$ cat src/rtl/i2c_irq_pkg.sv
package i2c_irq_pkg;
  localparam int unsigned REG_ADDR_W = 8;
  localparam logic [REG_ADDR_W-1:0] OFS_GIE  = 8'h1C;
  localparam logic [REG_ADDR_W-1:0] OFS_STS  = 8'h20;
  localparam logic [REG_ADDR_W-1:0] OFS_IEN  = 8'h28;
  localparam logic [REG_ADDR_W-1:0] OFS_KICK = 8'h40;
  localparam logic [31:0]           KICK_KEY = 32'h0000_000A;

  typedef struct packed {
    logic gie;
    logic sts;
    logic ien;
    logic kick;
  } reg_sel_t;
endpackage

$ cat src/rtl/i2c_irq_decode.sv
module i2c_irq_decode
  import i2c_irq_pkg::*;
#(
  parameter int unsigned ADDR_W = 8
) (
  input  logic [ADDR_W-1:0] addr,
  output reg_sel_t          sel
);
  always_comb begin
    sel      = '0;
    sel.gie  = (addr == ADDR_W'(OFS_GIE));
    sel.sts  = (addr == ADDR_W'(OFS_STS));
    sel.ien  = (addr == ADDR_W'(OFS_IEN));
    sel.kick = (addr == ADDR_W'(OFS_KICK));
  end
endmodule

$ cat src/rtl/i2c_irq_status.sv
module i2c_irq_status #(
  parameter int unsigned N_EVT = 8
) (
  input  logic             clk,
  input  logic             rst,
  input  logic             clr_all,
  input  logic [N_EVT-1:0] evt,
  input  logic             wr_clr,
  input  logic [N_EVT-1:0] clr_mask,
  output logic [N_EVT-1:0] sts_q
);
  // one latch per event; a pulse outranks a same-cycle software clear
  for (genvar i = 0; i < N_EVT; i++) begin : g_bit
    always_ff @(posedge clk) begin
      if (rst || clr_all)              sts_q[i] <= 1'b0;
      else if (evt[i])                 sts_q[i] <= 1'b1;
      else if (wr_clr && clr_mask[i])  sts_q[i] <= 1'b0;
    end
  end
endmodule

$ cat src/rtl/i2c_irq_out.sv
module i2c_irq_out #(
  parameter int unsigned N_EVT = 8
) (
  input  logic             clk,
  input  logic             rst,
  input  logic             clr_all,
  input  logic [N_EVT-1:0] sts,
  input  logic [N_EVT-1:0] ien,
  input  logic             gie,
  output logic             irq_q
);
  logic [N_EVT-1:0] pend;
  assign pend = sts & ien;

  always_ff @(posedge clk) begin
    if (rst || clr_all) irq_q <= 1'b0;
    else                irq_q <= gie & (|pend);
  end
endmodule

$ cat src/rtl/i2c_irq_top.sv
module i2c_irq_top
  import i2c_irq_pkg::*;
#(
  parameter int unsigned N_EVT  = 8,
  parameter int unsigned ADDR_W = 8,
  parameter int unsigned DATA_W = 32
) (
  input  logic              clk,
  input  logic              rst,
  input  logic              wr_en,
  input  logic              rd_en,
  input  logic [ADDR_W-1:0] addr,
  input  logic [DATA_W-1:0] wdata,
  output logic [DATA_W-1:0] rdata,
  input  logic [N_EVT-1:0]  evt,
  output logic              irq_o,
  output logic              core_rst_o
);
  localparam int unsigned GIE_BIT = DATA_W - 1;

  reg_sel_t         sel;
  logic             kick;
  logic [N_EVT-1:0] sts_q;
  logic [N_EVT-1:0] ien_q;
  logic             gie_q;
  logic [DATA_W-1:0] rd_mux;

  i2c_irq_decode #(.ADDR_W(ADDR_W)) u_dec (
    .addr (addr),
    .sel  (sel)
  );

  assign kick = wr_en && sel.kick && (wdata == DATA_W'(KICK_KEY));

  i2c_irq_status #(.N_EVT(N_EVT)) u_sts (
    .clk      (clk),
    .rst      (rst),
    .clr_all  (kick),
    .evt      (evt),
    .wr_clr   (wr_en && sel.sts),
    .clr_mask (wdata[N_EVT-1:0]),
    .sts_q    (sts_q)
  );

  always_ff @(posedge clk) begin
    if (rst || kick) begin
      ien_q <= '0;
      gie_q <= 1'b0;
    end else if (wr_en) begin
      if (sel.ien) ien_q <= wdata[N_EVT-1:0];
      if (sel.gie) gie_q <= wdata[GIE_BIT];
    end
  end

  i2c_irq_out #(.N_EVT(N_EVT)) u_irq (
    .clk     (clk),
    .rst     (rst),
    .clr_all (kick),
    .sts     (sts_q),
    .ien     (ien_q),
    .gie     (gie_q),
    .irq_q   (irq_o)
  );

  always_ff @(posedge clk) begin
    if (rst) core_rst_o <= 1'b0;
    else     core_rst_o <= kick;
  end

  always_comb begin
    rd_mux = '0;
    if (sel.sts)      rd_mux = DATA_W'(sts_q);
    else if (sel.ien) rd_mux = DATA_W'(ien_q);
    else if (sel.gie) rd_mux[GIE_BIT] = gie_q;
  end

  always_ff @(posedge clk) begin
    if (rst)        rdata <= '0;
    else if (rd_en) rdata <= rd_mux;
    else            rdata <= '0;
  end
endmodule

$ cat config.mk
export PLATFORM = sky130hd
export DESIGN_NAME = i2c_irq_top
export DESIGN_NICKNAME = d
export VERILOG_FILES = /design/src/rtl/i2c_irq_pkg.sv /design/src/rtl/i2c_irq_decode.sv /design/src/rtl/i2c_irq_status.sv /design/src/rtl/i2c_irq_out.sv /design/src/rtl/i2c_irq_top.sv
export SDC_FILE = /design/constraint.sdc
export NUM_CORES = 1
export LEC_CHECK = 0
export BUFFER_PORTS_ARGS = -buffer_cell sky130_fd_sc_hd__buf_2
export CAP_MARGIN = 20
export CORE_MARGIN = 10
export CORE_UTILIZATION = 45
export CTS_BUF_LIST = sky130_fd_sc_hd__clkbuf_16
export DETAILED_ROUTE_END_ITERATION = 8
export HOLD_SLACK_MARGIN = 0.1
export PLACE_DENSITY_LB_ADDON = 0.2
export SYNTH_ARGS = -nofsm -noshare
export SYNTH_HDL_FRONTEND = slang
export SYNTH_SLANG_ARGS = --single-unit
$ cat constraint.sdc
create_clock -name clk -period 5.2 [get_ports clk]
set_clock_uncertainty 0.2 [all_clocks]
set_input_delay 1.3 -clock clk [delete_from_list [all_inputs] [get_ports clk]]
set_output_delay 1.3 -clock clk [all_outputs]
set_load 0.05 [all_outputs]
Word level (Yosys, flattened, before mapping). Cells that the tools add are included.

Register bits after elaboration: 51. Word-level logic and storage cells: 68. Input port bits: 52.

Mux-type cells: 18. Bitwise logic cells: 4. Equality and inequality tests: 5. Reductions and logical operators: 26.

Operator list (number): $eq A32 B4 Y1 const B (1); $eq A8 B6 Y1 const B (2); $mux W1 (16); $mux W8 (2); $reduce_bool A2 Y1 (8); $logic_and A1 B1 Y1 (11); $and A8 B8 Y8 (1); $eq A8 B5 Y1 const B (1); $eq A8 B7 Y1 const B (1); $reduce_or A8 Y1 (1); $reduce_or A5 Y1 (1); $reduce_and A2 Y1 (2); $reduce_or A3 Y1 (1); $not A1 Y1 (2); $reduce_or A2 Y1 (1); $and A1 B1 Y1 (1); $logic_or A1 B1 Y1 (1).

Longest topological paths before layout.
Depth after elaboration: 5. Gate-level depth with buffers: 6. Mapped depth without buffers: 4.

By module. From an unflattened synthesis, not the netlist that was laid out.

Cells, all modules: 154. Area total of the unflattened synthesis: 1463.9 µm².

Modules (own cells, without submodules): i2c_irq_top (instances 1, area each 1031.0 µm², cells each 111, seq. area each 380.4 µm²); i2c_irq_status (instances 1, area each 291.5 µm², cells each 25, seq. area each 160.2 µm²); i2c_irq_out (instances 1, area each 71.3 µm², cells each 8, seq. area each 20.0 µm²); i2c_irq_decode (instances 1, area each 70.1 µm², cells each 10, seq. area each 0.0 µm²).

Worst setup path before layout. OpenSTA, ideal clock, no wires.

Path kind: input to register. From: input wr_en. To: register gie_q. Stages: 6. Path buffers: 2. Setup slack: 2.422 ns. Required time: 4.886 ns. Data arrival time: 2.464 ns. Cells stage by stage: buf_4 -> nor4b_1 -> nand4_1 -> o31ai_4 -> buf_6 -> nor2_1.

Longest elaborated chain between the ends: 3. Elaborated cells on any way between the ends: 4. Those cells by class: reduce/logical: 4.

Ends and longest elaborated chain: start, declared (RTL line i2c_irq_top.sv:10) `input logic wr_en,`; $logic_and A1 B1 Y1 (2 in series) (RTL line i2c_irq_top.sv:33) `assign kick = wr_en && sel.kick && (wdata == DATA_W'(KICK_KEY));`; $logic_or A1 B1 Y1 (RTL line i2c_irq_top.sv:46) `if (rst || kick) begin`; end signal, assigned (RTL line i2c_irq_top.sv:51) `if (sel.gie) gie_q <= wdata[GIE_BIT];`; end, declared (RTL line i2c_irq_top.sv:25) `logic gie_q;`.

Several ways; a longest one is shown, not always the timed one. A chain may end at the register's enable or synchronous reset.

Worst setup path in the final report.
From: input wr_en. To: register u_sts.sts_q[6].

Longest elaborated chain between the ends: 3. Elaborated cells on any way between the ends: 6. Those cells by class: reduce/logical: 6.

Ends and longest elaborated chain: $logic_and A1 B1 Y1, on equally long branches (RTL line i2c_irq_top.sv:40, i2c_irq_top.sv:33); $logic_and A1 B1 Y1, on equally long branches (RTL line i2c_irq_status.sv:17, i2c_irq_top.sv:33); $reduce_bool A2 Y1 (no line) / $logic_or A1 B1 Y1 (equally long branches); end signal, assigned by index (RTL line i2c_irq_status.sv:15) `if (rst || clr_all) sts_q[i] <= 1'b0;`; end signal, assigned by index (RTL line i2c_irq_status.sv:16) `else if (evt[i]) sts_q[i] <= 1'b1;`; end signal, assigned by index (RTL line i2c_irq_status.sv:17) `else if (wr_clr && clr_mask[i]) sts_q[i] <= 1'b0;`; end, declared (RTL line i2c_irq_status.sv:10) `output logic [N_EVT-1:0] sts_q`.

Several ways; a longest one is shown, not always the timed one.

==> out/results.tsv <==
stage	metric	value	unit
cts	clockBufferDepth	2	
power	leakagePower	0.000714	uW
yosys	ys.flop_type	dfxtp_1	
final_layout	final_util	0.591	
cts	htree_levels	1	
timing	max_freq	336	MHz
worst_setup_path	critPathLaunchType	input pin	
power	power_switching	127	uW
timing	post-route-period-util	0.572	
route	postRouteWirelength	3900	um
final_layout	drive_above_1_share	0.324	
run_status	status	finished clean	
route	via_count	1313	
route	viasPerCell	5.32	
yosys	syn_avg_cell_area	8.69	um2
route	drc	0	
yosys	synth.largest_area_cell	dfxtp_1	
worst_setup_path	endpoint_kind	register	
timing	slew_headroom	0.513	
worst_setup_path	crit_fanout	19	
yosys	ys_seq_elements	28	
power	clkPwrFrac	0.360	
cts	holdBufCountCts	0	
yosys	async_flop_share	0	
yosys	yosysSeqAreaShare	0.408	
worst_setup_path	cp.required	5120	ps
final_layout	final_nets	270	
cts	clock_latency	260	ps
timing	rsz0062_at_grt	no	
placed_design	place_area	1600	um2
yosys	yosysMostFrequentCell	dfxtp_1	
cts	post_cts.repair.setup_buffers	0	
floorplan	initial_core_util	0.485	
yosys	synth-edff-count	0	
yosys	synth.top_cell.area_share	0.408	
route	ant_nets	0	
worst_setup_path	critical_path_class	in -> reg	
power	power_frac_comb	0.165	
global_routing	antenna_found_initial	0	
yosys	netlist_instances	158	
cts	cts_buffers	3	
floorplan	fp.dieH	75.2	um
floorplan	num_rows	19	
final_layout	n_antenna_cell	0	
yosys	netlist_area	1370	um2
cts	post_cts_resized	0	
cts	cts_tree	done	
placed_design	gp_congestion	0.830	
route	firstDrtPassIters	4	
final_layout	nFillCells	243	
final_layout	syn2layout_area_growth	21.9	%
flow_run	maxCapViolations	0	
route	drt_iter0_drc	90	
floorplan	coreArea	2830	um2
route	wl_per_cell	15.8	um
power	swShare	0.272	
yosys	yosys-top-cells-area	dfxtp_1 41%, buf_4 13%, a21oi_1 5.8%	
yosys	yosys-top-cells-count	28 x dfxtp_1, 24 x buf_4, 18 x nor2_1	
cts	root_buffer	clkbuf_16	
placed_design	io_buffers	62	
floorplan	die_width	75.2	um
power	p_int	340	uW
final_layout	stdcell_area	1670	um2
floorplan	io-pin-count	86	
global_routing	grt_max_degree	20	
worst_hold_path	hold_class	reg -> reg	
global_routing	grt_pass1_vias	1383	
cts	clkSlewWorstSetupHoldPaths	60	ps
cts	cts_sinks	28	
timing	setup_viol	0	
timing	tightest_slew	731	ps
timing	setup_tns	0	ps
power	p_seq_frac	0.476	
global_routing	grt_usage	0.137	
power	p_per_area	280	nW/um2
global_routing	grt_pass1_wl	6130	um
global_routing	overflow	0	
timing	min_period	2980	ps
yosys	yosys_warnings	0	
floorplan	fp.dieArea	5660	um2
placed_design	hpwlAfterDp	3210	um
timing	finalHoldViolCount	0	
worst_setup_path	arrival	2890	ps
power	vdd_drop_max	0.138	mV
timing	slew_violations	0	
yosys	ys_types	28	
==> worst max-delay path, stage by stage <==
cell	delay, ps
buf_2	270
nor4b_1	270
nand4_1	220
o31ai_4	710
nor2_1	120
==> sequential cells by signal (all words and copies together), names as in the netlist <==
register	cells
ien_q	8
core_rst_o	1
gie_q	1
u_irq.irq_q	1
u_sts.sts_q	8
rdata	9
==> final timing paths <==
kind,start,end,slack [ps],depth (start not counted)
worst min-delay path,ien_q[4],ien_q[4],270,2
worst min register to register,ien_q[4],ien_q[4],270,2
worst max-delay path,wr_en,u_sts.sts_q[6],2220,5
worst max register to register,u_sts.sts_q[0],u_irq.irq_q,3900,3
==> layout make-up <==
type | instances | area [um2] | area share
flip-flops and latches | 28 | 561 | 0.335
multi-input cells | 120 | 673 | 0.402
repair buffers | 63 | 318 | 0.190
inverters | 2 | 7.51 | 0.00449
clock buffers | 3 | 75.1 | 0.0449
well taps | 31 | 38.8 | 0.0232
==> cells by family after synthesis <==
logic type / Yosys count / synth area share
AO/OA/AOI/OAI: 30 / 0.148
other: 1 / 0.00273
buffers and inverters: 32 / 0.161
multiplexers: 1 / 0.00729
flip-flops: 28 / 0.408
AND/OR/NAND/NOR: 66 / 0.273
==> power by group through the flow <==
stage,sequential [uW],clock [uW],combinational [uW]
finish,222,168,76.9
global route,223,179,82.0
CTS,222,169,75.7
detailed placement,227,0,75.4
global placement,227,0,74.5
floorplan,226,0,64.4
==> stage by stage <==
step | hold slack [ps] | total power, uW | instances | setup slack, ps
floorplan | 230 | 291 | 180 | 2420
global placement | 258 | 301 | 244 | 2020
detailed placement | 263 | 303 | 244 | 1980
CTS | 270 | 467 | 247 | 2240
global route | 283 | 483 | 247 | 2050
finish | 273 | 468 | 247 | 2220
==> metal layers <==
metal,global-route usage,up-vias,share of wire
met5,0,-,0
met2,0.225,74,0.46
met4,0.0557,0,0.011
li1,-,648,-
met3,0.0473,4,0.091
met1,0.161,587,0.44
==> layout by cell type (no fill, tap or decap) <==
cell       Yosys  layout
and2_1         1       1
nand4b_1       1       1
nor3b_1        1       1
nor4b_1        6       6
nand3_2        1       1
buf_2          2      62
dfxtp_1       28      28
nand4_1       11      11
a22oi_1       10      10
a311oi_1       1       1
nor4_1         6       6
a22o_1         1       1
nand3_1        9       9
and3b_2        1       1
a21oi_1       16      16
nand2_1        9       9
nor2_1        18      18
inv_1          2       2
buf_4         24       1
mux2i_1        1       1
nor4_4         1       1
a221oi_1       1       1
clkbuf_16      0       3
o31ai_4        1       1
conb_1         1      23
nor3_1         1       1
Power figures use the tool's default switching activity.
